`src/rtl/flash_cmd_pkg.sv`:
```
package flash_cmd_pkg;
    localparam int ADDR_W    = 19;
    localparam int DATA_W    = 8;
    localparam int SECT_BITS = 3;
    localparam int NUM_SECT  = 1 << SECT_BITS;
    localparam int CMD_AW    = 11;
    localparam int OFS_W     = 8;

    localparam logic [CMD_AW-1:0] A_FIRST  = 11'h555;
    localparam logic [CMD_AW-1:0] A_SECOND = 11'h2AA;

    localparam logic [DATA_W-1:0] D_KEY1    = 8'hAA;
    localparam logic [DATA_W-1:0] D_KEY2    = 8'h55;
    localparam logic [DATA_W-1:0] D_PROGRAM = 8'hA0;
    localparam logic [DATA_W-1:0] D_ERASE   = 8'h80;
    localparam logic [DATA_W-1:0] D_WHOLE   = 8'h10;
    localparam logic [DATA_W-1:0] D_SECTOR  = 8'h30;
    localparam logic [DATA_W-1:0] D_IDENT   = 8'h90;
    localparam logic [DATA_W-1:0] D_ABORT   = 8'hF0;
    localparam logic [DATA_W-1:0] D_PAUSE   = 8'hB0;
    localparam logic [DATA_W-1:0] D_CONT    = 8'h30;

    localparam logic [DATA_W-1:0] ID_MAKER  = 8'h37;
    localparam logic [DATA_W-1:0] ID_PART   = 8'h86;
    localparam logic [DATA_W-1:0] ID_EXT    = 8'h7F;

    typedef enum logic [3:0] {
        ST_BASE, ST_KEY1, ST_KEY2, ST_PGM_ARM, ST_ERS_ARM,
        ST_ERS_KEY1, ST_ERS_KEY2, ST_IDENT, ST_WINDOW,
        ST_RUN_PGM, ST_RUN_ERS
    } seq_state_e;

    typedef struct packed {
        logic [ADDR_W-1:0] addr;
        logic [DATA_W-1:0] data;
    } bus_wr_t;

    function automatic logic cyc_hit(input logic [CMD_AW-1:0] a, input logic [DATA_W-1:0] d,
                                     input logic [CMD_AW-1:0] ea, input logic [DATA_W-1:0] ed);
        return (a == ea) && (d == ed);
    endfunction

    function automatic logic [SECT_BITS-1:0] sector_of(input logic [ADDR_W-1:0] a);
        return a[ADDR_W-1 -: SECT_BITS];
    endfunction
endpackage

```
`src/rtl/flash_win_timer.sv`:
```
module flash_win_timer #(
    parameter int CYCLES = 5000
) (
    input  logic clk,
    input  logic rst,
    input  logic load,
    input  logic stop,
    output logic expired
);
    localparam int CW = $clog2(CYCLES + 1);

    logic [CW-1:0] cnt;
    logic          run;

    always_ff @(posedge clk) begin
        if (rst) begin
            run <= 1'b0;
            cnt <= '0;
        end else if (load) begin
            run <= 1'b1;
            cnt <= CW'(CYCLES - 1);
        end else if (stop) begin
            run <= 1'b0;
        end else if (run) begin
            if (cnt == '0) run <= 1'b0;
            else           cnt <= cnt - 1'b1;
        end
    end

    assign expired = run && (cnt == '0) && !load;
endmodule

```
`src/rtl/flash_id_mux.sv`:
```
module flash_id_mux
    import flash_cmd_pkg::*;
(
    input  logic                en,
    input  logic [ADDR_W-1:0]   rd_addr,
    input  logic [NUM_SECT-1:0] prot,
    output logic [DATA_W-1:0]   rd_data
);
    logic [OFS_W-1:0] ofs;
    logic             unused_mid;

    assign ofs        = rd_addr[OFS_W-1:0];
    assign unused_mid = ^rd_addr[ADDR_W-SECT_BITS-1:OFS_W];

    always_comb begin
        rd_data = '0;
        if (en) begin
            case (ofs)
                8'h00:   rd_data = ID_MAKER;
                8'h01:   rd_data = ID_PART;
                8'h02:   rd_data = {{(DATA_W-1){1'b0}}, prot[sector_of(rd_addr)]};
                8'h03:   rd_data = ID_EXT;
                default: rd_data = '0;
            endcase
        end
    end
endmodule

```
`src/rtl/flash_cmd_decoder.sv`:
```
module flash_cmd_decoder
    import flash_cmd_pkg::*;
#(
    parameter int WIN_CYCLES = 5000
) (
    input  logic                clk,
    input  logic                rst,
    input  logic                wr_en,
    input  logic [ADDR_W-1:0]   wr_addr,
    input  logic [DATA_W-1:0]   wr_data,
    input  logic [ADDR_W-1:0]   rd_addr,
    output logic [DATA_W-1:0]   rd_data,
    input  logic [NUM_SECT-1:0] prot,
    input  logic                eng_done,
    output logic                pgm_start,
    output logic [ADDR_W-1:0]   pgm_addr,
    output logic [DATA_W-1:0]   pgm_data,
    output logic                ers_start,
    output logic [NUM_SECT-1:0] ers_sectors,
    output logic                chip_erase,
    output logic                ers_suspend,
    output logic                ers_resume,
    output logic                as_mode,
    output logic                window_open,
    output logic                erase_suspended
);
    seq_state_e          st_q, st_n;
    logic                susp_q, susp_n, chip_q, chip_n, started_q, started_n;
    logic [NUM_SECT-1:0] mask_q, mask_n;
    logic                pgm_go, ers_go, susp_go, res_go, win_load, win_stop, win_expired;

    bus_wr_t             wr;
    logic [CMD_AW-1:0]   a_lo;
    logic [NUM_SECT-1:0] sect_bit;
    logic                sect_prot;

    assign wr        = '{addr: wr_addr, data: wr_data};
    assign a_lo      = wr.addr[CMD_AW-1:0];
    assign sect_bit  = NUM_SECT'(1) << sector_of(wr.addr);
    assign sect_prot = prot[sector_of(wr.addr)];

    flash_win_timer #(.CYCLES(WIN_CYCLES)) i_win (
        .clk(clk), .rst(rst), .load(win_load), .stop(win_stop), .expired(win_expired)
    );

    flash_id_mux i_id (
        .en(st_q == ST_IDENT), .rd_addr(rd_addr), .prot(prot), .rd_data(rd_data)
    );

    always_comb begin
        st_n = st_q; susp_n = susp_q; chip_n = chip_q; started_n = started_q; mask_n = mask_q;
        pgm_go = 1'b0; ers_go = 1'b0; susp_go = 1'b0; res_go = 1'b0;
        win_load = 1'b0; win_stop = 1'b0;
        case (st_q)
            ST_BASE: if (wr_en) begin
                if (susp_q && wr.data == D_CONT) begin
                    st_n   = ST_RUN_ERS;
                    susp_n = 1'b0;
                    if (started_q) res_go = 1'b1;
                    else begin ers_go = 1'b1; started_n = 1'b1; end
                end else if (cyc_hit(a_lo, wr.data, A_FIRST, D_KEY1)) begin
                    st_n = ST_KEY1;
                end
            end
            ST_KEY1: if (wr_en)
                st_n = cyc_hit(a_lo, wr.data, A_SECOND, D_KEY2) ? ST_KEY2 : ST_BASE;
            ST_KEY2: if (wr_en) begin
                if (cyc_hit(a_lo, wr.data, A_FIRST, D_PROGRAM))                st_n = ST_PGM_ARM;
                else if (cyc_hit(a_lo, wr.data, A_FIRST, D_IDENT))             st_n = ST_IDENT;
                else if (cyc_hit(a_lo, wr.data, A_FIRST, D_ERASE) && !susp_q)  st_n = ST_ERS_ARM;
                else                                                           st_n = ST_BASE;
            end
            ST_PGM_ARM: if (wr_en) begin
                if (sect_prot || (susp_q && (mask_q & sect_bit) != '0)) begin
                    st_n = ST_BASE;
                end else begin
                    pgm_go = 1'b1;
                    st_n   = ST_RUN_PGM;
                end
            end
            ST_ERS_ARM: if (wr_en)
                st_n = cyc_hit(a_lo, wr.data, A_FIRST, D_KEY1) ? ST_ERS_KEY1 : ST_BASE;
            ST_ERS_KEY1: if (wr_en)
                st_n = cyc_hit(a_lo, wr.data, A_SECOND, D_KEY2) ? ST_ERS_KEY2 : ST_BASE;
            ST_ERS_KEY2: if (wr_en) begin
                if (cyc_hit(a_lo, wr.data, A_FIRST, D_WHOLE)) begin
                    mask_n = ~prot;
                    if (~prot != '0) begin
                        chip_n = 1'b1; ers_go = 1'b1; started_n = 1'b1; st_n = ST_RUN_ERS;
                    end else begin
                        st_n = ST_BASE;
                    end
                end else if (wr.data == D_SECTOR) begin
                    mask_n    = sect_prot ? '0 : sect_bit;
                    chip_n    = 1'b0;
                    started_n = 1'b0;
                    win_load  = 1'b1;
                    st_n      = ST_WINDOW;
                end else begin
                    st_n = ST_BASE;
                end
            end
            ST_IDENT: if (wr_en && wr.data == D_ABORT) st_n = ST_BASE;
            ST_WINDOW: begin
                if (wr_en) begin
                    if (wr.data == D_SECTOR) begin
                        if (!sect_prot) mask_n = mask_q | sect_bit;
                        win_load = 1'b1;
                    end else if (wr.data == D_PAUSE) begin
                        win_stop = 1'b1;
                        susp_n   = (mask_q != '0);
                        st_n     = ST_BASE;
                    end else begin
                        win_stop = 1'b1;
                        mask_n   = '0;
                        st_n     = ST_BASE;
                    end
                end else if (win_expired) begin
                    if (mask_q != '0) begin
                        ers_go = 1'b1; started_n = 1'b1; st_n = ST_RUN_ERS;
                    end else begin
                        st_n = ST_BASE;
                    end
                end
            end
            ST_RUN_PGM: if (eng_done) st_n = ST_BASE;
            ST_RUN_ERS: begin
                if (eng_done) begin
                    st_n = ST_BASE; mask_n = '0; chip_n = 1'b0; started_n = 1'b0;
                end else if (wr_en && wr.data == D_PAUSE && !chip_q) begin
                    susp_go = 1'b1; susp_n = 1'b1; st_n = ST_BASE;
                end
            end
            default: st_n = ST_BASE;
        endcase
    end

    always_ff @(posedge clk) begin
        if (rst) begin
            st_q <= ST_BASE; susp_q <= 1'b0; chip_q <= 1'b0; started_q <= 1'b0; mask_q <= '0;
            pgm_start <= 1'b0; ers_start <= 1'b0; ers_suspend <= 1'b0; ers_resume <= 1'b0;
            pgm_addr <= '0; pgm_data <= '0;
        end else begin
            st_q <= st_n; susp_q <= susp_n; chip_q <= chip_n; started_q <= started_n; mask_q <= mask_n;
            pgm_start   <= pgm_go;
            ers_start   <= ers_go;
            ers_suspend <= susp_go;
            ers_resume  <= res_go;
            if (pgm_go) begin
                pgm_addr <= wr.addr;
                pgm_data <= wr.data;
            end
        end
    end

    assign ers_sectors     = mask_q;
    assign chip_erase      = chip_q;
    assign as_mode         = (st_q == ST_IDENT);
    assign window_open     = (st_q == ST_WINDOW);
    assign erase_suspended = susp_q;
endmodule

```
`config.mk`:
```
export PLATFORM = sky130hd
export DESIGN_NAME = flash_cmd_decoder
export DESIGN_NICKNAME = d
export VERILOG_FILES = /design/src/rtl/flash_cmd_pkg.sv /design/src/rtl/flash_win_timer.sv /design/src/rtl/flash_id_mux.sv /design/src/rtl/flash_cmd_decoder.sv
export SDC_FILE = /design/constraint.sdc
export NUM_CORES = 1
export LEC_CHECK = 0
export BUFFER_PORTS_ARGS = -buffer_cell sky130_fd_sc_hd__buf_2
export CORE_MARGIN = 4
export CORE_UTILIZATION = 53
export CTS_CLUSTER_DIAMETER = 150
export DETAILED_ROUTE_END_ITERATION = 8
export GPL_ROUTABILITY_DRIVEN = 0
export PLACE_DENSITY_LB_ADDON = 0.08
export REMOVE_ABC_BUFFERS = 1
export SKIP_LAST_GASP = 1
export SYNTH_ARGS = -nofsm -noshare
export SYNTH_HDL_FRONTEND = slang
export SYNTH_HIERARCHICAL = 1
export SYNTH_SLANG_ARGS = --single-unit
```
`constraint.sdc`:
```
create_clock -name clk -period 3.53 [get_ports clk]
set_input_delay 0.353 -clock clk [delete_from_list [all_inputs] [get_ports clk]]
set_output_delay 0.353 -clock clk [all_outputs]
set_load 0.01 [all_outputs]
```
# Word level (Yosys, flattened, before mapping)
# Cells that the tools add are included.
# classes
add_sub_neg	1
n_reduce_logical	39
muxes	95
n_eq_ne	53
shifts	1
magnitude_cmp	2
bitwise_logic	9
# ops
cell	count
two-way mux 4 bit	21
two-way mux 8 bit	10
two-way mux 13 bit	4
equality test 8 bit, second input constant	6
two-way mux 1 bit	44
case mux 4 bit (11 select lines)	1
case mux 8 bit (4 select lines)	1
!= test 2 bit, second input constant	15
case mux 8 bit (3 select lines)	1
nonzero test 8 bit	3
!= test 3 bit, second input constant	7
equality test 4 x 3 -> 1 bit, second input constant	4
equality test 8 x 2 -> 1 bit, second input constant	2
two-way mux 3 bit	5
logical AND 1 bit	14
logical NOT 13 bit	1
AND reduction 13 bit	1
subtractor 13 x 1 -> 13 bit, second input constant	1
equality test 4 bit, second input constant	3
!= test 2 x 1 -> 1 bit, second input constant	6
equality test 11 x 10 -> 1 bit, second input constant	1
equality test 11 bit, second input constant	1
AND reduction 10 bit	1
AND 8 bit	1
other kinds (31)	46
# totals
ff_bits	60
out_inout_bits	51

# Longest topological paths before layout
# Gate-level depths: netlist (run 1).
# depth
word_depth	10
mapped_depth	12

# By module
# Netlist (run 1), hierarchy kept.
# by_module_without_submodules
mod	area_each_um2	cells_each	instances
flash_cmd_decoder	3005.4	363	1
flash_win_timer	765.7	82	1
flash_id_mux	145.1	17	1

# Least setup slack after synthesis (run 1)
# OpenSTA, ideal clock, no wires.
# synth_timing
path_kind	reg-to-reg
startpoint	register i_win.cnt[0]
endpoint	register st_q[0]
slack_ns	0.669
t_arrival_ns	2.745
required_ns	3.413
setup_ns	0.117
stages_incl_launch_ff	12
n_path_buf	0
cell_sequence	dfxtp_1 inv_1 ha_1 or3b_2 nor4_2 and3_1 nor3_1 a211oi_1 o31ai_1 a221oi_1 a21oi_1 a22o_1
# synth_via
elab_chain_cells	5
# synth_rtl
element	line	rtl
start, declared	flash_win_timer.sv:12	logic [CW-1:0] cnt;
start signal, assigned	flash_win_timer.sv:21	cnt <= CW'(CYCLES - 1);
start signal, assigned	flash_win_timer.sv:26	else cnt <= cnt - 1'b1;
logical NOT 13 bit	flash_win_timer.sv:30	assign expired = run && (cnt == '0) && !load;
logical AND 1 bit (2 in series)	flash_win_timer.sv:30	
net win_expired	flash_cmd_decoder.sv:30	logic pgm_go, ers_go, susp_go, res_go, win_load, win_stop, win_expired;
!= test 3 x 2 -> 1 bit (no line)	--	
AND reduction 13 bit (no line)	--	
end signal, assigned	flash_cmd_decoder.sv:144	st_q <= st_n; susp_q <= susp_n; chip_q <= chip_n; started_q <= started_n; mask_q <= mask_n;
end, declared	flash_cmd_decoder.sv:27	seq_state_e st_q, st_n;
# The timed path passes the listed nets, and every way through them passes these cells.
# A chain may end at the register's enable or synchronous reset.

# Worst setup path after layout (run 1)
# Same ends and word-level chain as after synthesis.

==> impl_metrics.env, run 1 <==
export IMPL_stdcell_count=658
export IMPL_syn_area_um2=3916
export IMPL_crit_path_max_fanout=4
export IMPL_insertedDiodeCount=0
export IMPL_status="completed"
export IMPL_cp_top_family="compound AO/OA/AOI/OAI gates"
export IMPL_drc=0
export IMPL_cp_cell_sequence="inv_1 > ha_1 > or3b_2 > nor4_2 > and3_1 > nor3_1 > a211oi_1 > o31ai_1 > a221oi_1 > a21oi_1 > a22o_1"
export IMPL_rsz0062_at_grt="no"
export IMPL_crit_arrival_ns=3.36
export IMPL_synth_seq_cells=60
export IMPL_power_frac_comb=0.090
export IMPL_start_util=0.5428
export IMPL_dieWidth_um=93.96
export IMPL_hold_path_class="primary input to register"
export IMPL_critPathBufInv=1
export IMPL_min_period_over_period=0.8839
export IMPL_yosysUniqueCellTypes=72
export IMPL_clock_sinks=60
export IMPL_powerDensity_nw_per_um2=302.2
export IMPL_final_layout_size_suffix_gt1_frac=0.2773
export IMPL_hold_viol_final=0
export IMPL_maxCapViolations=0
export IMPL_layout_common_cells="100 x buf_2, 60 x dfxtp_1, 58 x nand2b_1"
export IMPL_cpPeakStageDelay_ns=0.52
export IMPL_drtIter0Drc=222
export IMPL_rows=31
export IMPL_cp_start_kind="register"
export IMPL_io_pins=109
export IMPL_dr_pass1_iters=6
export IMPL_totalWireLength_um=10460
export IMPL_overflow=0
export IMPL_crit_path_top_delay_cell="or3b_2"
export IMPL_leakagePower_nw=1.856
export IMPL_clockRootBuffer="clkbuf_8"
export IMPL_p_sw_mw=0.3591
export IMPL_ant_nets=0
export IMPL_die_area_um2=8828
export IMPL_fp_coreArea_um2=7214
export IMPL_cts_resized=0
export IMPL_seq_power_share=0.478
export IMPL_grt_pass1_wl_um=17260
export IMPL_area_delta_synth_final_pct=19.49
export IMPL_vias=3884
export IMPL_netlist_instances=462
export IMPL_power_internal_mw=1.055
export IMPL_grt_use_total=0.2396
export IMPL_ys_flop_type="dfxtp_1"
export IMPL_tns_ns=0
export IMPL_mostFrequentLayoutCell="buf_2"
export IMPL_clk_latency_ns=0.34
export IMPL_worstSetupPathType="register to register"
export IMPL_cp_end_kind="register"
export IMPL_dp_hpwl_um=7617
export IMPL_cts_hold_buf=0
export IMPL_vias_per_cell=5.903
export IMPL_synth_yosys_seq_area_share=0.3067
export IMPL_vdd_ir_drop_max_uv=231.4
export IMPL_worstPathRequired_ns=3.77
export IMPL_synth_edf_count=0
export IMPL_min_period_ns=3.120
export IMPL_synth_warning_count=6
export IMPL_port_buffers=100
export IMPL_p_clk_frac=0.432
export IMPL_syn_area_per_cell_um2=8.477
export IMPL_fmax_mhz=320.5
export IMPL_max_slew_margin=0.4441
export IMPL_finClkSkew_ns=0.01146
export IMPL_first_global_vias=3662
export IMPL_clockBufferDepth=2
export IMPL_nets=614
export IMPL_cts_tree="done"
export IMPL_async_flop_share=0
export IMPL_drv_slew=0
export IMPL_finalSetupViolations=0
export IMPL_wl_per_cell_um=15.90
export IMPL_cts_inserted_buffers=9
export IMPL_place_inst=642
export IMPL_p_sw_frac=0.2539
export IMPL_worst_pin_slew_ns=0.8223
export IMPL_antenna_found_initial=0
export IMPL_grt_max_degree=69
export IMPL_path_clk_slew_ns=0.08
export IMPL_cts_setup_buffers=0
export IMPL_htree_levels=3
export IMPL_fp_dieH_um=93.96
==> cells in the mapped netlist, types with 8 or more instances <==
library cell  count  share of area
nand2_1          22          0.021
or4_1             9          0.017
nand2b_1         58          0.093
mux2i_1          34          0.087
o21ai_1           8          0.010
clkbuf_1         20          0.019
o21ai_0          17          0.022
nor2b_1           9          0.014
nor3_1           12          0.015
a21oi_1          29          0.037
nor2_1           27          0.026
inv_1            11          0.011
dfxtp_1          60           0.31
==> per-layer routing <==
layer | track usage | wire, µm | vias up
met5 | 0 | 0 | -
met2 | 0.4134 | 5036 | 161
li1 | - | - | 1887
met1 | 0.3036 | 4483 | 1823
met3 | 0.04087 | 816 | 13
met4 | 0.07461 | 123 | 0
==> per-stage QoR <==
stage	hold WS [ns]	power, mW	utilization	cell area, µm²	setup WS, ns
floorplan	0.4176	0.7453	-	3761	-1.017
global placement	0.4430	0.8138	0.6221	4488	0.5555
detailed placement	0.4473	0.8170	0.6221	4488	0.4544
CTS	0.2630	1.420	0.6486	4679	0.4588
global route	0.2844	1.464	0.6486	4679	0.1479
finish	0.2674	1.414	0.6486	4679	0.4099
==> power by group through the flow <==
stage	Clock [mW]	Combinational (mW)	Sequential (mW)
floorplan	0	0.0532	0.692
global placement	0	0.122	0.692
detailed placement	0	0.125	0.692
CTS	0.618	0.126	0.676
global route	0.649	0.139	0.676
finish	0.611	0.127	0.676
==> worst register-to-register path, cell delays in order, from the launching register on <==
cell and delay (ns):
dfxtp_1 0.31, inv_1 0.11, ha_1 0.17, or3b_2 0.52, nor4_2 0.26, and3_1 0.23
nor3_1 0.06, a211oi_1 0.32, o31ai_1 0.13, a221oi_1 0.43, a21oi_1 0.21, a22o_1 0.28
==> worst paths after layout <==
kind	start	cells after the start	slack [ns]	end
worst max-delay path	i_win/cnt[0]	11	0.41	st_q[0]
worst min-delay path	wr_addr[12]	3	0.27	pgm_addr[12]
worst max register to register	i_win/cnt[0]	11	0.41	st_q[0]
worst min register to register	started_q	2	0.46	ers_resume
==> cell type report <==
type,instances,area (µm²)
multi-input cells,359,2524
clock inverters,7,67.56
fillers,670,2535
well taps,99,123.9
flip-flops and latches,60,1201
repair buffers,113,598.1
inverters,11,41.29
clock buffers,9,123.9
==> sequential cells by signal, indices dropped and copies added (netlist names) <==
| name | count |
|---|---|
| pgm_start | 1 |
| pgm_data | 8 |
| i_win/run | 1 |
| pgm_addr | 19 |
| started_q | 1 |
| ers_sectors | 8 |
| chip_erase | 1 |
| i_win/cnt | 13 |
| st_q | 4 |
| ers_resume | 1 |
| ers_suspend | 1 |
| erase_suspended | 1 |
| ers_start | 1 |
==> logic make-up (layout without fill, tap and decap cells) <==
group                    after synthesis  after routing  synth area share
AO/OA/AOI/OAI                        107            107            0.1933
XOR/XNOR                               3              3          0.006710
AND/OR/NAND/NOR                      208            208            0.3249
buffers and inverters                 43            140           0.05016
adder cells (fa/ha/maj)                2              2          0.006389
flip-flops                            60             60            0.3067
multiplexers                          39             39            0.1118
Power figures use the tool's default switching activity.
==> run 2, diff against run 1 <==
Settings changed: BUFFER_PORTS_ARGS -buffer_cell sky130_fd_sc_hd__buf_2 to -buffer_cell sky130_fd_sc_hd__buf_4.
==> impl_metrics.env, run 2 (synthesis gave the netlist of run 1 again) <==
export IMPL_status="completed"
export IMPL_final_layout_size_suffix_gt1_frac=0.2721
export IMPL_top_register="pgm_addr"
export IMPL_top_regs="pgm_addr x19, i_win/cnt x13"
export IMPL_regToRegStartpoint="i_win/cnt[1]"
export IMPL_worst_pin_slew_ns=0.8037
export IMPL_vias_per_cell=5.925
export IMPL_cts_inserted_buffers=9
export IMPL_cts_tree="done"
export IMPL_nets=610
export IMPL_cp_start_kind="register"
export IMPL_start_util=0.5428
export IMPL_area_delta_synth_final_pct=26.45
export IMPL_clk_latency_ns=0.35
export IMPL_clockRootBuffer="clkbuf_8"
export IMPL_dieWidth_um=93.96
export IMPL_crit_start="i_win/cnt[1]"
export IMPL_cts_hold_buf=0
export IMPL_io_pins=109
export IMPL_overflow=0
export IMPL_ant_nets=0
export IMPL_crit_arrival_ns=3.41
export IMPL_die_area_um2=8828
export IMPL_rows=31
export IMPL_grt_pass1_wl_um=17410
export IMPL_htree_levels=3
export IMPL_max_slew_margin=0.4592
export IMPL_final_util=0.6864
export IMPL_path_clk_slew_ns=0.07
export IMPL_dr_pass1_iters=5
export IMPL_vdd_ir_drop_max_uv=225.6
export IMPL_insertedDiodeCount=0
export IMPL_crit_path_max_fanout=5
export IMPL_mostFrequentLayoutCell="buf_4"
export IMPL_vias=3875
export IMPL_grt_use_total=0.2451
export IMPL_port_buffers=100
export IMPL_first_global_vias=3724
export IMPL_worstPathRequired_ns=3.77
export IMPL_setup_worst_path_end="st_q[0]"
export IMPL_maxCapViolations=0
export IMPL_min_period_over_period=0.8980
export IMPL_finClkSkew_ns=0.009426
export IMPL_min_period_ns=3.170
export IMPL_totalPowerFinal_mw=1.549
export IMPL_worstSetupPathType="register to register"
export IMPL_antenna_found_initial=0
export IMPL_grt_max_degree=83
export IMPL_drtIter0Drc=217
export IMPL_rsz0062_at_grt="no"
export IMPL_cp_end_kind="register"
export IMPL_fmax_mhz=315.5
export IMPL_fp_coreArea_um2=7214
export IMPL_ff2ff_path_depth=11
export IMPL_cts_resized=0
export IMPL_totalWireLength_um=10610
export IMPL_finalSetupViolations=0
export IMPL_hold_path_class="primary input to register"
export IMPL_largest_reg_flops=19
export IMPL_leakagePower_nw=1.908
export IMPL_drv_slew=0
export IMPL_cts_setup_buffers=0
export IMPL_rrSetupSlack_ns=0.36
export IMPL_fp_dieH_um=93.96
export IMPL_dp_hpwl_um=7722
export IMPL_drc=0
export IMPL_reg2reg_to="st_q[0]"
export IMPL_wl_per_cell_um=16.22
export IMPL_hold_viol_final=0
export IMPL_clock_sinks=60
export IMPL_layout_common_cells="109 x buf_4, 60 x dfxtp_1, 58 x nand2b_1"
export IMPL_clockBufferDepth=2
export IMPL_powerDensity_nw_per_um2=312.9
[run 2: cell count changes in the layout (fill, tap and decap cells not counted), sizes merged]
| cell | change |
|---|---|
| buf | -4 |
| bufinv | +1 |
| clkbuf | +3 |
| clkinv | -1 |
| clkinvlp | -3 |
[run 2: area by class of cell]
class / count / area, µm²
Tap cell: 99 / 123.9
Inverter: 11 / 41.29
Clock buffer: 12 / 165.2
Multi-Input combinational cell: 359 / 2532
Timing Repair Buffer: 109 / 818.3
Clock inverter: 4 / 70.07
Sequential cell: 60 / 1201
Fill cell: 622 / 2262
[run 2: report_power, final]
group	internal (mW)	leakage (nW)	switching (mW)
Clock	0.453	0.122	0.278
Sequential	0.677	0.483	0.0000000129
Combinational	0.0725	1.30	0.0692
Total	1.20	1.91	0.347
[run 2: critical path, stage by stage, from the launching register on]
cell and delay, ns:
dfxtp_1 0.31, inv_1 0.11, ha_1 0.18, or3b_2 0.53, nor4_4 0.33, and3_1 0.23
nor3_1 0.05, a211oi_1 0.32, o31ai_1 0.12, a221oi_1 0.40, a21oi_1 0.21, a22o_1 0.28
[run 2: worst min-delay path by stage]
| stage | slack, ns | endpoint | start | depth (start not counted) |
|---|---|---|---|---|
| CTS | 0.26 | pgm_addr[12] | wr_addr[12] | 3 |
| detailed placement | 0.45 | ers_resume | started_q | 2 |
| global route | 0.27 | pgm_addr[14] | wr_addr[14] | 3 |
| finish | 0.27 | pgm_addr[11] | wr_addr[11] | 3 |
| global placement | 0.44 | ers_resume | started_q | 2 |
| floorplan | 0.42 | ers_sectors[0] | rst | 1 |
[run 2: stage by stage]
step / area, µm² / setup slack, ns / hold slack [ns] / std cells / setup TNS [ns]
3_3_place_gp: 4708 / 0.3860 / 0.4431 / 638 / 0
2_1_floorplan: 3761 / -1.017 / 0.4176 / 430 / -28.36
3_5_place_dp: 4708 / 0.2808 / 0.4454 / 638 / 0
4_1_cts: 4943 / 0.2553 / 0.2639 / 654 / 0
5_1_grt: 4952 / 0.08853 / 0.2738 / 654 / 0
6_report: 4952 / 0.3599 / 0.2673 / 654 / 0
[run 2: layer usage]
metal | GRT usage | share of wire | vias up
met4 | 0.09988 | 0.023 | 0
met2 | 0.4181 | 0.49 | 145
met5 | 0 | 0 | -
li1 | - | - | 1881
met3 | 0.05929 | 0.077 | 21
met1 | 0.2939 | 0.41 | 1828
==> run 3, diff against run 2 <==
Clock period 3.53 ns to 3 ns, I/O delays scaled along.
==> impl_metrics.env, run 3 (synthesis gave the netlist of run 1 again) <==
export IMPL_p_sw_frac=0.2352
export IMPL_totalWireLength_um=11100
export IMPL_grt_max_degree=83
export IMPL_crit_arrival_ns=3.11
export IMPL_fp_coreArea_um2=7214
export IMPL_nets=619
export IMPL_cts_inserted_buffers=9
export IMPL_clk_latency_ns=0.34
export IMPL_area_delta_synth_final_pct=28.98
export IMPL_vias_per_cell=5.908
export IMPL_drc=0
export IMPL_grt_use_total=0.2525
export IMPL_final_util=0.7001
export IMPL_power_frac_comb=0.090
export IMPL_min_period_over_period=0.9557
export IMPL_cp_cell_sequence="inv_1 > ha_1 > or3b_2 > nor4_2 > and3_1 > nor3_1 > a211oi_2 > o31ai_1 > a221oi_2 > a21oi_2 > a22o_1"
export IMPL_dp_hpwl_um=8041
export IMPL_antenna_found_initial=0
export IMPL_p_clk_frac=0.487
export IMPL_dieWidth_um=93.96
export IMPL_layout_common_cells="117 x buf_4, 60 x dfxtp_1, 58 x nand2b_1"
export IMPL_cp_top_family="compound AO/OA/AOI/OAI gates"
export IMPL_ff2ff_path_depth=11
export IMPL_status="completed"
export IMPL_top_regs="pgm_addr x19, i_win/cnt x13"
export IMPL_holdWs_ns=0.2232
export IMPL_power_internal_mw=1.439
export IMPL_worstPathRequired_ns=3.24
export IMPL_drv_slew=0
export IMPL_min_delay_start="wr_addr[14]"
export IMPL_wl_per_cell_um=16.75
export IMPL_clockRootBuffer="clkbuf_8"
export IMPL_start_util=0.5428
export IMPL_grt_pass1_wl_um=17930
export IMPL_crit_path_top_delay_cell="or3b_2"
export IMPL_finalSetupViolations=0
export IMPL_cts_tree="done"
export IMPL_holdPathEnd="pgm_addr[14]"
export IMPL_cts_hold_buf=0
export IMPL_max_slew_margin=0.4768
export IMPL_fp_dieH_um=93.96
export IMPL_seq_power_share=0.423
export IMPL_worst_pin_slew_ns=0.7822
export IMPL_final_layout_size_suffix_gt1_frac=0.2890
export IMPL_top_register="pgm_addr"
export IMPL_ant_nets=0
export IMPL_vias=3917
export IMPL_hold_path_depth=3
export IMPL_io_pins=109
export IMPL_worstSetupPathType="register to register"
export IMPL_rows=31
export IMPL_regToRegStartpoint="i_win/cnt[1]"
export IMPL_clock_sinks=60
export IMPL_overflow=0
export IMPL_dr_pass1_iters=5
export IMPL_largest_reg_flops=19
export IMPL_first_global_vias=3795
export IMPL_stdcell_count=663
export IMPL_finClkSkew_ns=0.01326
export IMPL_htree_levels=3
export IMPL_rrSetupSlack_ns=0.13
export IMPL_leakagePower_nw=1.951
export IMPL_clockBufferDepth=2
export IMPL_vdd_ir_drop_max_uv=361.9
export IMPL_hold_path_class="primary input to register"
export IMPL_cp_start_kind="register"
export IMPL_path_clk_slew_ns=0.08
export IMPL_cpPeakStageDelay_ns=0.48
export IMPL_mostFrequentLayoutCell="buf_4"
export IMPL_min_period_ns=2.867
export IMPL_critPathBufInv=1
export IMPL_cp_end_kind="register"
export IMPL_drtIter0Drc=228
export IMPL_postPlaceCellArea_um2=4781
export IMPL_powerDensity_nw_per_um2=372.5
export IMPL_die_area_um2=8828
export IMPL_fillers=602
export IMPL_place_inst=646
export IMPL_fmax_mhz=348.8
export IMPL_insertedDiodeCount=0
export IMPL_reg2reg_to="st_q[0]"
export IMPL_fin_area_um2=5051
export IMPL_port_buffers=100
export IMPL_hold_viol_final=0
export IMPL_p_sw_mw=0.4426
export IMPL_crit_path_max_fanout=4
export IMPL_maxCapViolations=0
[run 3: changes by cell type in the layout (fill, tap and decap cells not counted), moves of 2 or more]
cell / delta
clkinv_4: +2
clkinv_2: -2
clkbuf_8: -3
buf_4: +8
[run 3: what timing repair did]
item | in CTS | in global routing
gates resized for setup | 1 | 2
buffers inserted | 0 | 1
endpoints found under the setup margin | 1 | 4
pin swaps | 0 | 1
[run 3: routing by layer]
| layer | GRT usage | part of all wire | routed length, µm | vias to the layer above |
|---|---|---|---|---|
| met5 | 0 | 0 | 0 | - |
| met4 | 0.1300 | 0.030 | 332 | 0 |
| met3 | 0.05288 | 0.066 | 735 | 30 |
| met2 | 0.4246 | 0.49 | 5436 | 166 |
| met1 | 0.3018 | 0.41 | 4599 | 1831 |
| li1 | - | - | - | 1890 |
[run 3: worst max path at each step]
stage / startpoint / endpoint / slack, ns / cells past startpoint
3_5_place_dp: i_win/cnt[1] / st_q[0] / -0.0006 / 11
6_report: i_win/cnt[1] / st_q[0] / 0.13 / 11
5_1_grt: i_win/cnt[1] / st_q[0] / -0.04 / 11
3_3_place_gp: i_win/cnt[0] / st_q[0] / 0.10 / 11
2_1_floorplan: wr_addr[17] / pgm_addr[0] / -1.49 / 6
4_1_cts: i_win/cnt[1] / st_q[0] / 0.08 / 11
[run 3: final cells by class]
type	count	area (µm²)	area share
Clock buffer	9	123.9	0.02452
Clock inverter	7	123.9	0.02452
Inverter	11	41.29	0.008174
Multi-Input combinational cell	359	2539	0.5026
Sequential cell	60	1201	0.2378
Tap cell	99	123.9	0.02452
Timing Repair Buffer	118	898.4	0.1779
[run 3: worst reg2reg max path: stages (launching register included)]
cell and delay (ns):
dfxtp_1 0.31, inv_1 0.10, ha_1 0.17, or3b_2 0.48, nor4_2 0.26, and3_1 0.24, nor3_1 0.07, a211oi_2 0.27
o31ai_1 0.12, a221oi_2 0.33, a21oi_2 0.14, a22o_1 0.28
[run 3: power groups by stage]
stage / Clock, mW / Sequential, mW / Combinational (mW)
global route: 0.962 / 0.795 / 0.186
CTS: 0.929 / 0.796 / 0.168
finish: 0.916 / 0.796 / 0.170
floorplan: 0 / 0.814 / 0.0626
detailed placement: 0 / 0.814 / 0.167
global placement: 0 / 0.814 / 0.162
[run 3: stage by stage]
step | total power, mW | worst slack [ns] | TNS, ns
CTS | 1.892 | 0.07999 | 0
global placement | 0.9759 | 0.1034 | 0
global route | 1.944 | -0.04057 | -0.06137
floorplan | 0.8770 | -1.494 | -41.72
finish | 1.882 | 0.1329 | 0
detailed placement | 0.9816 | -0.0006257 | -0.0006257
